`src/rtl/i2cseq_pkg.sv`:
```
package i2cseq_pkg;
  typedef enum logic [2:0] {S_IDLE, S_START, S_ADR1, S_ADR2, S_WACK, S_RDAT} seq_state_t;
  typedef enum logic [1:0] {E_OK = 2'd0, E_NODEV = 2'd1, E_IO = 2'd2} seq_err_t;
  typedef enum logic [1:0] {B_NONE, B_A1, B_A2, B_BUF} byte_sel_t;

  localparam logic [7:0] ST_START   = 8'h08;
  localparam logic [7:0] ST_RSTART  = 8'h10;
  localparam logic [7:0] ST_WA_ACK  = 8'h18;
  localparam logic [7:0] ST_WA_NAK  = 8'h20;
  localparam logic [7:0] ST_WD_ACK  = 8'h28;
  localparam logic [7:0] ST_WD_NAK  = 8'h30;
  localparam logic [7:0] ST_RA_ACK  = 8'h40;
  localparam logic [7:0] ST_RA_NAK  = 8'h48;
  localparam logic [7:0] ST_RD_ACK  = 8'h50;
  localparam logic [7:0] ST_RD_NAK  = 8'h58;
  localparam logic [7:0] ST_WA2_ACK = 8'hD0;
  localparam logic [7:0] ST_RA2_ACK = 8'hE0;

  typedef struct packed {
    logic      valid;
    logic      stop;
    logic      load;
    logic      reset;
    logic      store;
    logic      dec;
    logic      fin;
    logic      ackclr;
    byte_sel_t bsel;
    seq_err_t  err;
  } seq_act_t;
endpackage

```
`src/rtl/i2cseq_addr_fmt.sv`:
```
module i2cseq_addr_fmt (
  input  logic [9:0] addr,
  input  logic       rd,
  input  logic       ten,
  output logic [7:0] first_b,
  output logic [7:0] second_b
);
  always_comb begin
    if (ten) first_b = {5'b11110, addr[9:8], rd};
    else     first_b = {addr[6:0], rd};
    second_b = addr[7:0];
  end
endmodule

```
`src/rtl/i2cseq_decide.sv`:
```
module i2cseq_decide
  import i2cseq_pkg::*;
#(
  parameter int LEN_W = 8
) (
  input  seq_state_t       state,
  input  logic [7:0]       code,
  input  logic             ten,
  input  logic [LEN_W-1:0] left,
  output seq_state_t       nxt,
  output seq_act_t         act
);
  localparam logic [LEN_W-1:0] ONE = LEN_W'(1);
  localparam logic [LEN_W-1:0] TWO = LEN_W'(2);

  always_comb begin
    act = '0;
    nxt = state;
    act.valid = 1'b1;
    if (state == S_IDLE) begin
      act.stop = 1'b1;
    end else begin
      case (code)
        ST_START, ST_RSTART: begin
          act.load = 1'b1; act.bsel = B_A1; nxt = S_ADR1;
        end
        ST_WA_ACK, ST_WA2_ACK, ST_WD_ACK: begin
          if (code == ST_WA_ACK && ten) begin
            act.load = 1'b1; act.bsel = B_A2; nxt = S_ADR2;
          end else if (left == '0) begin
            act.stop = 1'b1; act.fin = 1'b1;
          end else begin
            act.load = 1'b1; act.bsel = B_BUF; act.dec = 1'b1; nxt = S_WACK;
          end
        end
        ST_RA_ACK, ST_RA2_ACK, ST_RD_ACK: begin
          if (code == ST_RA_ACK && ten) begin
            act.load = 1'b1; act.bsel = B_A2; nxt = S_ADR2;
          end else if (code != ST_RD_ACK && left == '0) begin
            act.stop = 1'b1; act.fin = 1'b1;
          end else begin
            nxt = S_RDAT;
            if (code == ST_RD_ACK) begin
              act.store = 1'b1; act.dec = 1'b1; act.ackclr = (left == TWO);
            end else begin
              act.ackclr = (left == ONE);
            end
          end
        end
        ST_RD_NAK: begin
          act.store = 1'b1; act.stop = 1'b1; act.fin = 1'b1;
        end
        ST_WA_NAK, ST_WD_NAK, ST_RA_NAK: begin
          act.stop = 1'b1; act.fin = 1'b1; act.err = E_NODEV;
        end
        default: begin
          act.stop = 1'b1; act.reset = 1'b1; act.fin = 1'b1; act.err = E_IO;
        end
      endcase
      if (act.fin) nxt = S_IDLE;
    end
  end
endmodule

```
`src/rtl/i2c_txn_seq.sv`:
```
module i2c_txn_seq
  import i2cseq_pkg::*;
#(
  parameter int LEN_W = 8
) (
  input  logic             clk,
  input  logic             rst,
  input  logic             msg_go,
  input  logic [9:0]       msg_addr,
  input  logic             msg_read,
  input  logic             msg_ten,
  input  logic [LEN_W-1:0] msg_len,
  output logic             busy,
  output logic             done,
  output logic [1:0]       err,
  input  logic             ev_valid,
  input  logic [7:0]       ev_code,
  input  logic [7:0]       ev_rdata,
  output logic             cmd_valid,
  output logic             cmd_start,
  output logic             cmd_stop,
  output logic             cmd_ack,
  output logic             cmd_load,
  output logic [7:0]       cmd_byte,
  output logic             cmd_reset,
  output logic [LEN_W-1:0] buf_raddr,
  input  logic [7:0]       buf_rdata,
  output logic             buf_we,
  output logic [LEN_W-1:0] buf_waddr,
  output logic [7:0]       buf_wdata
);
  seq_state_t       state_q, nxt;
  seq_act_t         act;
  logic [LEN_W-1:0] left_q, pos_q;
  logic [9:0]       addr_q;
  logic             rd_q, ten_q, ack_q;
  logic [7:0]       a1, a2, byte_sel;

  i2cseq_addr_fmt u_fmt (
    .addr(addr_q), .rd(rd_q), .ten(ten_q), .first_b(a1), .second_b(a2)
  );

  i2cseq_decide #(.LEN_W(LEN_W)) u_dec (
    .state(state_q), .code(ev_code), .ten(ten_q), .left(left_q),
    .nxt(nxt), .act(act)
  );

  always_comb begin
    case (act.bsel)
      B_A1:    byte_sel = a1;
      B_A2:    byte_sel = a2;
      B_BUF:   byte_sel = buf_rdata;
      default: byte_sel = 8'h00;
    endcase
  end

  assign busy      = (state_q != S_IDLE);
  assign buf_raddr = pos_q;

  always_ff @(posedge clk) begin
    if (rst) begin
      state_q <= S_IDLE;
      left_q <= '0; pos_q <= '0; addr_q <= '0;
      rd_q <= 1'b0; ten_q <= 1'b0; ack_q <= 1'b0;
      cmd_valid <= 1'b0; cmd_start <= 1'b0; cmd_stop <= 1'b0; cmd_ack <= 1'b0;
      cmd_load <= 1'b0; cmd_byte <= 8'h00; cmd_reset <= 1'b0;
      done <= 1'b0; err <= 2'd0;
      buf_we <= 1'b0; buf_waddr <= '0; buf_wdata <= 8'h00;
    end else begin
      cmd_valid <= 1'b0; cmd_start <= 1'b0; cmd_stop <= 1'b0;
      cmd_load <= 1'b0; cmd_reset <= 1'b0;
      done <= 1'b0; err <= 2'd0; buf_we <= 1'b0;
      if (ev_valid) begin
        state_q   <= nxt;
        cmd_valid <= act.valid;
        cmd_stop  <= act.stop;
        cmd_load  <= act.load;
        cmd_reset <= act.reset;
        cmd_ack   <= ack_q & ~act.ackclr;
        if (act.ackclr) ack_q <= 1'b0;
        if (act.load) cmd_byte <= byte_sel;
        if (act.dec) begin
          left_q <= left_q - 1'b1;
          pos_q  <= pos_q + 1'b1;
        end
        if (act.store) begin
          buf_we <= 1'b1; buf_waddr <= pos_q; buf_wdata <= ev_rdata;
        end
        if (act.fin) begin
          done <= 1'b1; err <= act.err;
        end
      end else if (msg_go && state_q == S_IDLE) begin
        state_q <= S_START;
        left_q <= msg_len; pos_q <= '0;
        addr_q <= msg_addr; rd_q <= msg_read; ten_q <= msg_ten;
        ack_q <= 1'b1;
        cmd_valid <= 1'b1; cmd_start <= 1'b1; cmd_ack <= 1'b1;
      end
    end
  end
endmodule

```
`config.mk`:
```
export PLATFORM = sky130hd
export DESIGN_NAME = i2c_txn_seq
export DESIGN_NICKNAME = d
export VERILOG_FILES = /design/src/rtl/i2cseq_pkg.sv /design/src/rtl/i2cseq_addr_fmt.sv /design/src/rtl/i2cseq_decide.sv /design/src/rtl/i2c_txn_seq.sv
export SDC_FILE = /design/constraint.sdc
export NUM_CORES = 1
export LEC_CHECK = 0
export BUFFER_PORTS_ARGS = -buffer_cell sky130_fd_sc_hd__buf_2
export CORE_AREA = 2 2 87 89
export CTS_CLUSTER_DIAMETER = 80
export CTS_CLUSTER_SIZE = 16
export DETAILED_ROUTE_END_ITERATION = 8
export DIE_AREA = 0 0 89 91
export GPL_TIMING_DRIVEN = 0
export PLACE_DENSITY = 0.81
export RECOVER_POWER = 25
export SETUP_SLACK_MARGIN = 0.1
export SYNTH_ARGS = -nofsm -noshare
export SYNTH_HDL_FRONTEND = slang
export SYNTH_SLANG_ARGS = --single-unit
```
`constraint.sdc`:
```
create_clock -name clk -period 2.65 [get_ports clk]
set_input_delay 0.53 -clock clk [delete_from_list [all_inputs] [get_ports clk]]
set_output_delay 0.53 -clock clk [all_outputs]
set_load 0.1 [all_outputs]
```
# Yosys cells after proc, flatten, opt, wreduce, memory -nomap -nowiden
# Cells that the tools add are included.
# classes
n_addsub	2
eq_ne	24
n_mux	53
bitwise_logic	4
n_reduce_logical	24
# op_table
operator	n
8-bit two-way mux	7
8-bit by 7-bit equality test with 1-bit output, second input constant	4
8-bit by 6-bit equality test with 1-bit output, second input constant	3
3-bit two-way mux	8
8-bit case mux with 3 select lines	1
1-bit two-way mux	21
8-bit by 5-bit equality test with 1-bit output, second input constant	2
8-bit equality test, second input constant	2
2-bit two-way mux	6
12-bit OR reduction	1
3-bit OR reduction	4
10-bit two-way mux	1
5-bit by 4-bit inequality test with 1-bit output, second input constant	2
2-bit AND reduction	5
1-bit case mux with 3 select lines	3
3-bit case mux with 3 select lines	1
9-bit OR reduction	1
8-bit by 1-bit adder with 8-bit output, second input constant	1
8-bit by 1-bit equality test with 1-bit output, second input constant	1
8-bit by 2-bit equality test with 1-bit output, second input constant	1
8-bit by 4-bit equality test with 1-bit output, second input constant	1
8-bit zero test	1
8-bit by 7-bit inequality test with 1-bit output, second input constant	1
8-bit by 1-bit subtractor with 8-bit output, second input constant	1
18 further kinds	28
# word_totals
regBits	66

# Longest topological paths before layout
# logic_depth
ltp_word	10
mapped_depth	9

# Hierarchy
# A second synthesis with hierarchy kept.
# unflattened
cells_unflattened	424
area_unflattened_um2	3404.5
# by_module_without_submodules
mod	n_inst	cells_each	area_per_inst_um2	seq_area_each_um2
i2c_txn_seq	1	321	2698.8	1321.3
i2cseq_decide	1	87	581.8	0.0
i2cseq_addr_fmt	1	16	123.9	0.0

# Worst setup path before layout
# OpenSTA, ideal clock, no wires.
# synth_path
path_kind	reg2reg
start	register state_q[2]
end	register buf_waddr[0]
setup_time_ns	0.071
arrival_ns	2.664
path_slack_ns	-0.085
path_stages_with_launch	9
n_path_buf	3
period_less_slack_ns	2.735
cell_sequence	dfxtp_1 -> or3_1 -> clkbuf_1 -> nand2_1 -> buf_1 -> nor2_1 -> clkbuf_1 -> nand2_1 -> a21oi_1
# synth_via
elab_chain_cells	3
# synth_rtl
element	line_no	text
start: declaration	i2c_txn_seq.sv:32	seq_state_t state_q, nxt;
start signal: assignment	i2c_txn_seq.sv:74	state_q <= nxt;
3-bit zero test	i2cseq_decide.sv:20	if (state == S_IDLE) begin
10-bit two-way mux	i2cseq_decide.sv:20	
2-bit AND reduction (no line)	--	
end signal: assignment	i2c_txn_seq.sv:68	buf_we <= 1'b0; buf_waddr <= '0; buf_wdata <= 8'h00;
end signal: assignment	i2c_txn_seq.sv:87	buf_we <= 1'b1; buf_waddr <= pos_q; buf_wdata <= ev_rdata;
end: declaration	i2c_txn_seq.sv:29	output logic [LEN_W-1:0] buf_waddr,
# Every way passes these cells.
# A chain may end at the register's enable or synchronous reset.

# Final worst setup path
# layout_path
start	register left_q[0]
end	register cmd_byte[6]
# layout_via
elab_chain_cells	7
elab_cells_between_ends	13
cone_classes	eq/ne: 3; mux: 8; reduce/logical: 2
# layout_rtl
element	line_no	text
start: declaration	i2c_txn_seq.sv:34	logic [LEN_W-1:0] left_q, pos_q;
start signal: assignment	i2c_txn_seq.sv:83	left_q <= left_q - 1'b1;
8-bit zero test *	i2cseq_decide.sv:30	end else if (left == '0) begin
2-bit two-way mux	i2cseq_decide.sv:30	
2-bit two-way mux	i2cseq_decide.sv:28	if (code == ST_WA_ACK && ten) begin
2-bit case mux with 3 select lines	i2cseq_decide.sv:23	case (code)
10-bit two-way mux *	i2cseq_decide.sv:20	
2-bit equality test or 2-bit by 1-bit equality test with 1-bit output (tied branches)	i2c_txn_seq.sv:49	case (act.bsel)
8-bit case mux with 3 select lines	i2c_txn_seq.sv:49	
end signal: assignment	i2c_txn_seq.sv:81	if (act.load) cmd_byte <= byte_sel;
end: declaration	i2c_txn_seq.sv:24	output logic [7:0] cmd_byte,
# Mark *: on every way between the ends. The rest lies on a longest branch, timed or not.

==> impl_metrics.env <==
export IMPL_status="completed"
export IMPL_cp_slowest_stage_delay_ns=0.37
export IMPL_cts_hold_buf=0
export IMPL_synth_edf_count=0
export IMPL_cts_sinks=66
export IMPL_syn_nets=473
export IMPL_cts_tree="done"
export IMPL_htreeDepth=3
export IMPL_drtIter0Drc=235
export IMPL_cp_cell_sequence="inv_1, ha_2, nor4b_4, nand2_2, o211ai_1, a211oi_4, or2_2, buf_2, a311oi_1"
export IMPL_wl_um=9140
export IMPL_netlist_area_mm2=0.00327
export IMPL_stdcell_count=630
export IMPL_start_util_pct=45.8
export IMPL_p_total_mw=2.15
export IMPL_hp_class="in2reg"
export IMPL_firstDrtPassIters=4
export IMPL_placed_cells=608
export IMPL_cp_max_fo=8
export IMPL_setup_ws_ns=0.203
export IMPL_dpl_cell_area_mm2=0.00384
export IMPL_worstPathRequired_ns=2.91
export IMPL_antenna_left=0
export IMPL_finalMaxSlewViolations=0
export IMPL_grt_ovfl_total=0
export IMPL_drcViolationCount=0
export IMPL_drv_cap=0
export IMPL_cts_root_buf="clkbuf_8"
export IMPL_syn_to_final_growth_pct=25.4
export IMPL_synth_top_area_share_pct=40.4
export IMPL_max_freq_ghz=0.409
export IMPL_skew_ns=0.0104
export IMPL_async_flop_share_pct=0
export IMPL_end_kind="flip-flop"
export IMPL_fin_crit_ns=2.45
export IMPL_final_nets=578
export IMPL_vias_per_cell=5.56
export IMPL_io_pins=91
export IMPL_wl_per_cell_um=14.5
export IMPL_grt_usage_pct=23.0
export IMPL_critPathKind="reg2reg"
export IMPL_grt_pass1_wl_um=15000
export IMPL_startpoint_type="flip-flop"
export IMPL_cp_arrival_ns=2.71
export IMPL_fp_coreArea_mm2=0.00714
export IMPL_peakVddDrop_v=0.000314
export IMPL_cts_buffers=9
export IMPL_first_global_vias=3267
export IMPL_fp_dieW_um=89
export IMPL_finalSetupViolations=0
export IMPL_rsz0062_at_grt="no"
export IMPL_fin_hold_ws_ns=0.418
export IMPL_worstMarginPinSlew_ns=1.20
export IMPL_p_per_area_mw_per_mm2=523
export IMPL_synthCells=421
export IMPL_yosysTopAreaCell="dfxtp_1"
export IMPL_synth_distinct_cells=57
export IMPL_synth_seq_cells=66
export IMPL_path_clk_slew_ns=0.07
export IMPL_synth_warnings=0
export IMPL_final_util_pct=57.5
export IMPL_grt_max_degree=12
export IMPL_dieHeight_um=91
export IMPL_syn_area_per_cell_um2=7.77
export IMPL_gp_congestion=0.894
export IMPL_num_rows=31
export IMPL_synth_area_leaders="dfxtp_1 40%, nand2_1 9.3%, a21oi_1 8.1%"
export IMPL_io_buffers=88
export IMPL_place_detailed_hpwl_um=6700
export IMPL_vias=3500
export IMPL_nFillCells=717
export IMPL_clock_latency_ns=0.35
export IMPL_post_place_ws_ns=-0.326
export IMPL_drive_above_1_share_pct=22.2
export IMPL_relSlewSlack_pct=20.5
export IMPL_synth_ff_type="dfxtp_1"
export IMPL_antenna_found_initial=0
export IMPL_timing_final_hold_violations=0
export IMPL_ys_seq_area_share_pct=40.4
export IMPL_finalInstanceArea_mm2=0.00410
export IMPL_setup_tns_final_ns=0
export IMPL_diodes=0
export IMPL_p_leak_nw=1.57
export IMPL_fin_crit_sh_pct=92.3
export IMPL_cts_path_max_buffers=2
export IMPL_die_area_mm2=0.00810
export IMPL_slowest_stage="o211ai_1"
[synth_stat cells, drive strengths merged (2+ instances only)]
master / n
and3: 2
buf: 5
nor2: 24
a31oi: 2
o211ai: 5
a21oi: 53
a21o: 3
o21ai: 20
a221oi: 2
nor3: 15
inv: 15
a211oi: 7
or2: 4
xnor2: 2
o22ai: 3
a21boi: 2
nand3: 10
or4: 4
nor4: 4
or3: 5
o21a: 3
nor3b: 2
nand2: 81
ha: 4
mux2: 9
dfxtp: 66
nor2b: 4
a32oi: 2
clkbuf: 23
nor4b: 2
a311oi: 4
nand4: 6
and2: 4
nand2b: 7
mux2i: 3
[worst paths after layout]
path	start	end	slack, ns	cells past startpoint
worst max-delay path	left_q[0]	cmd_byte[6]	0.20	9
worst max register to register	left_q[0]	cmd_byte[6]	0.20	9
worst min-delay path	ev_rdata[4]	buf_wdata[4]	0.42	3
worst min register to register	buf_waddr[5]	buf_waddr[5]	0.46	2
[report_power, final]
part           internal (mW)  switching, mW
clock                  0.457          0.385
sequential              1.01         0.0138
combinational         0.0953          0.184
[layer usage]
layer  routed length [um]  GRT usage, %  up-vias
li1                     -             -     1704
met1                 3900          30.1     1613
met2                 4360          37.1      161
met3                  676          5.73       22
met4                  208          6.72        0
met5                    0             0        -
[cell usage in the layout (no fill, tap or decap), types with 4 or more instances in the layout]
master    instances
nor2_1           24
buf_2            66
mux2_2            9
o211ai_1          5
dfxtp_1          66
a211oi_1          6
nand4_1           6
inv_1            15
nand2_1          80
or2_2             4
or3_1             4
nand2b_1          7
clkbuf_8         10
clkbuf_1         45
nor2b_1           4
nand3_1          10
o21ai_0          20
a311oi_1          4
nor3_1           14
buf_4             7
a21oi_1          51
[area by class of cell]
type	count	area, um2	area share, %
plain buffers	28	115	2.81
clock buffers	11	141	3.45
clock inverters	5	53.8	1.31
inverters	15	56.3	1.37
multi-input cells	312	1840	44.7
flip-flops and latches	66	1320	32.2
well taps	99	124	3.02
repair buffers	94	455	11.1
[cells by family after synthesis]
| family | Yosys count | share of synthesized area, % |
|---|---|---|
| AO/OA/AOI/OAI | 115 | 22.0 |
| XOR/XNOR | 2 | 0.535 |
| adder cells (fa/ha/maj) | 4 | 1.53 |
| buffers and inverters | 43 | 5.16 |
| flip-flops | 66 | 40.4 |
| multiplexers | 12 | 4.02 |
| AND/OR/NAND/NOR | 179 | 26.4 |
[worst max-delay path, delay by kind of cell, from the launching register on]
family,cells,cell delay [ns]
flip-flops,1,0.35
buffers and inverters,2,0.31
adder cells (fa/ha/maj),1,0.24
AND/OR/NAND/NOR,3,0.72
AO/OA/AOI/OAI,3,0.74
[what timing repair did]
item / in CTS / in global routing
gates resized for setup: 5 / 7
setup endpoints to repair: 22 / 18
pin swaps: 0 / 2
setup buffers: 1 / 5
[flip-flops by register name, summed over array words and instances, names as in the netlist, 2 cells and up]
signal / flops
addr_q: 10
buf_raddr: 8
buf_waddr: 8
buf_wdata: 8
cmd_byte: 8
err: 2
left_q: 8
state_q: 3
(Power assumes the default switching activity.)
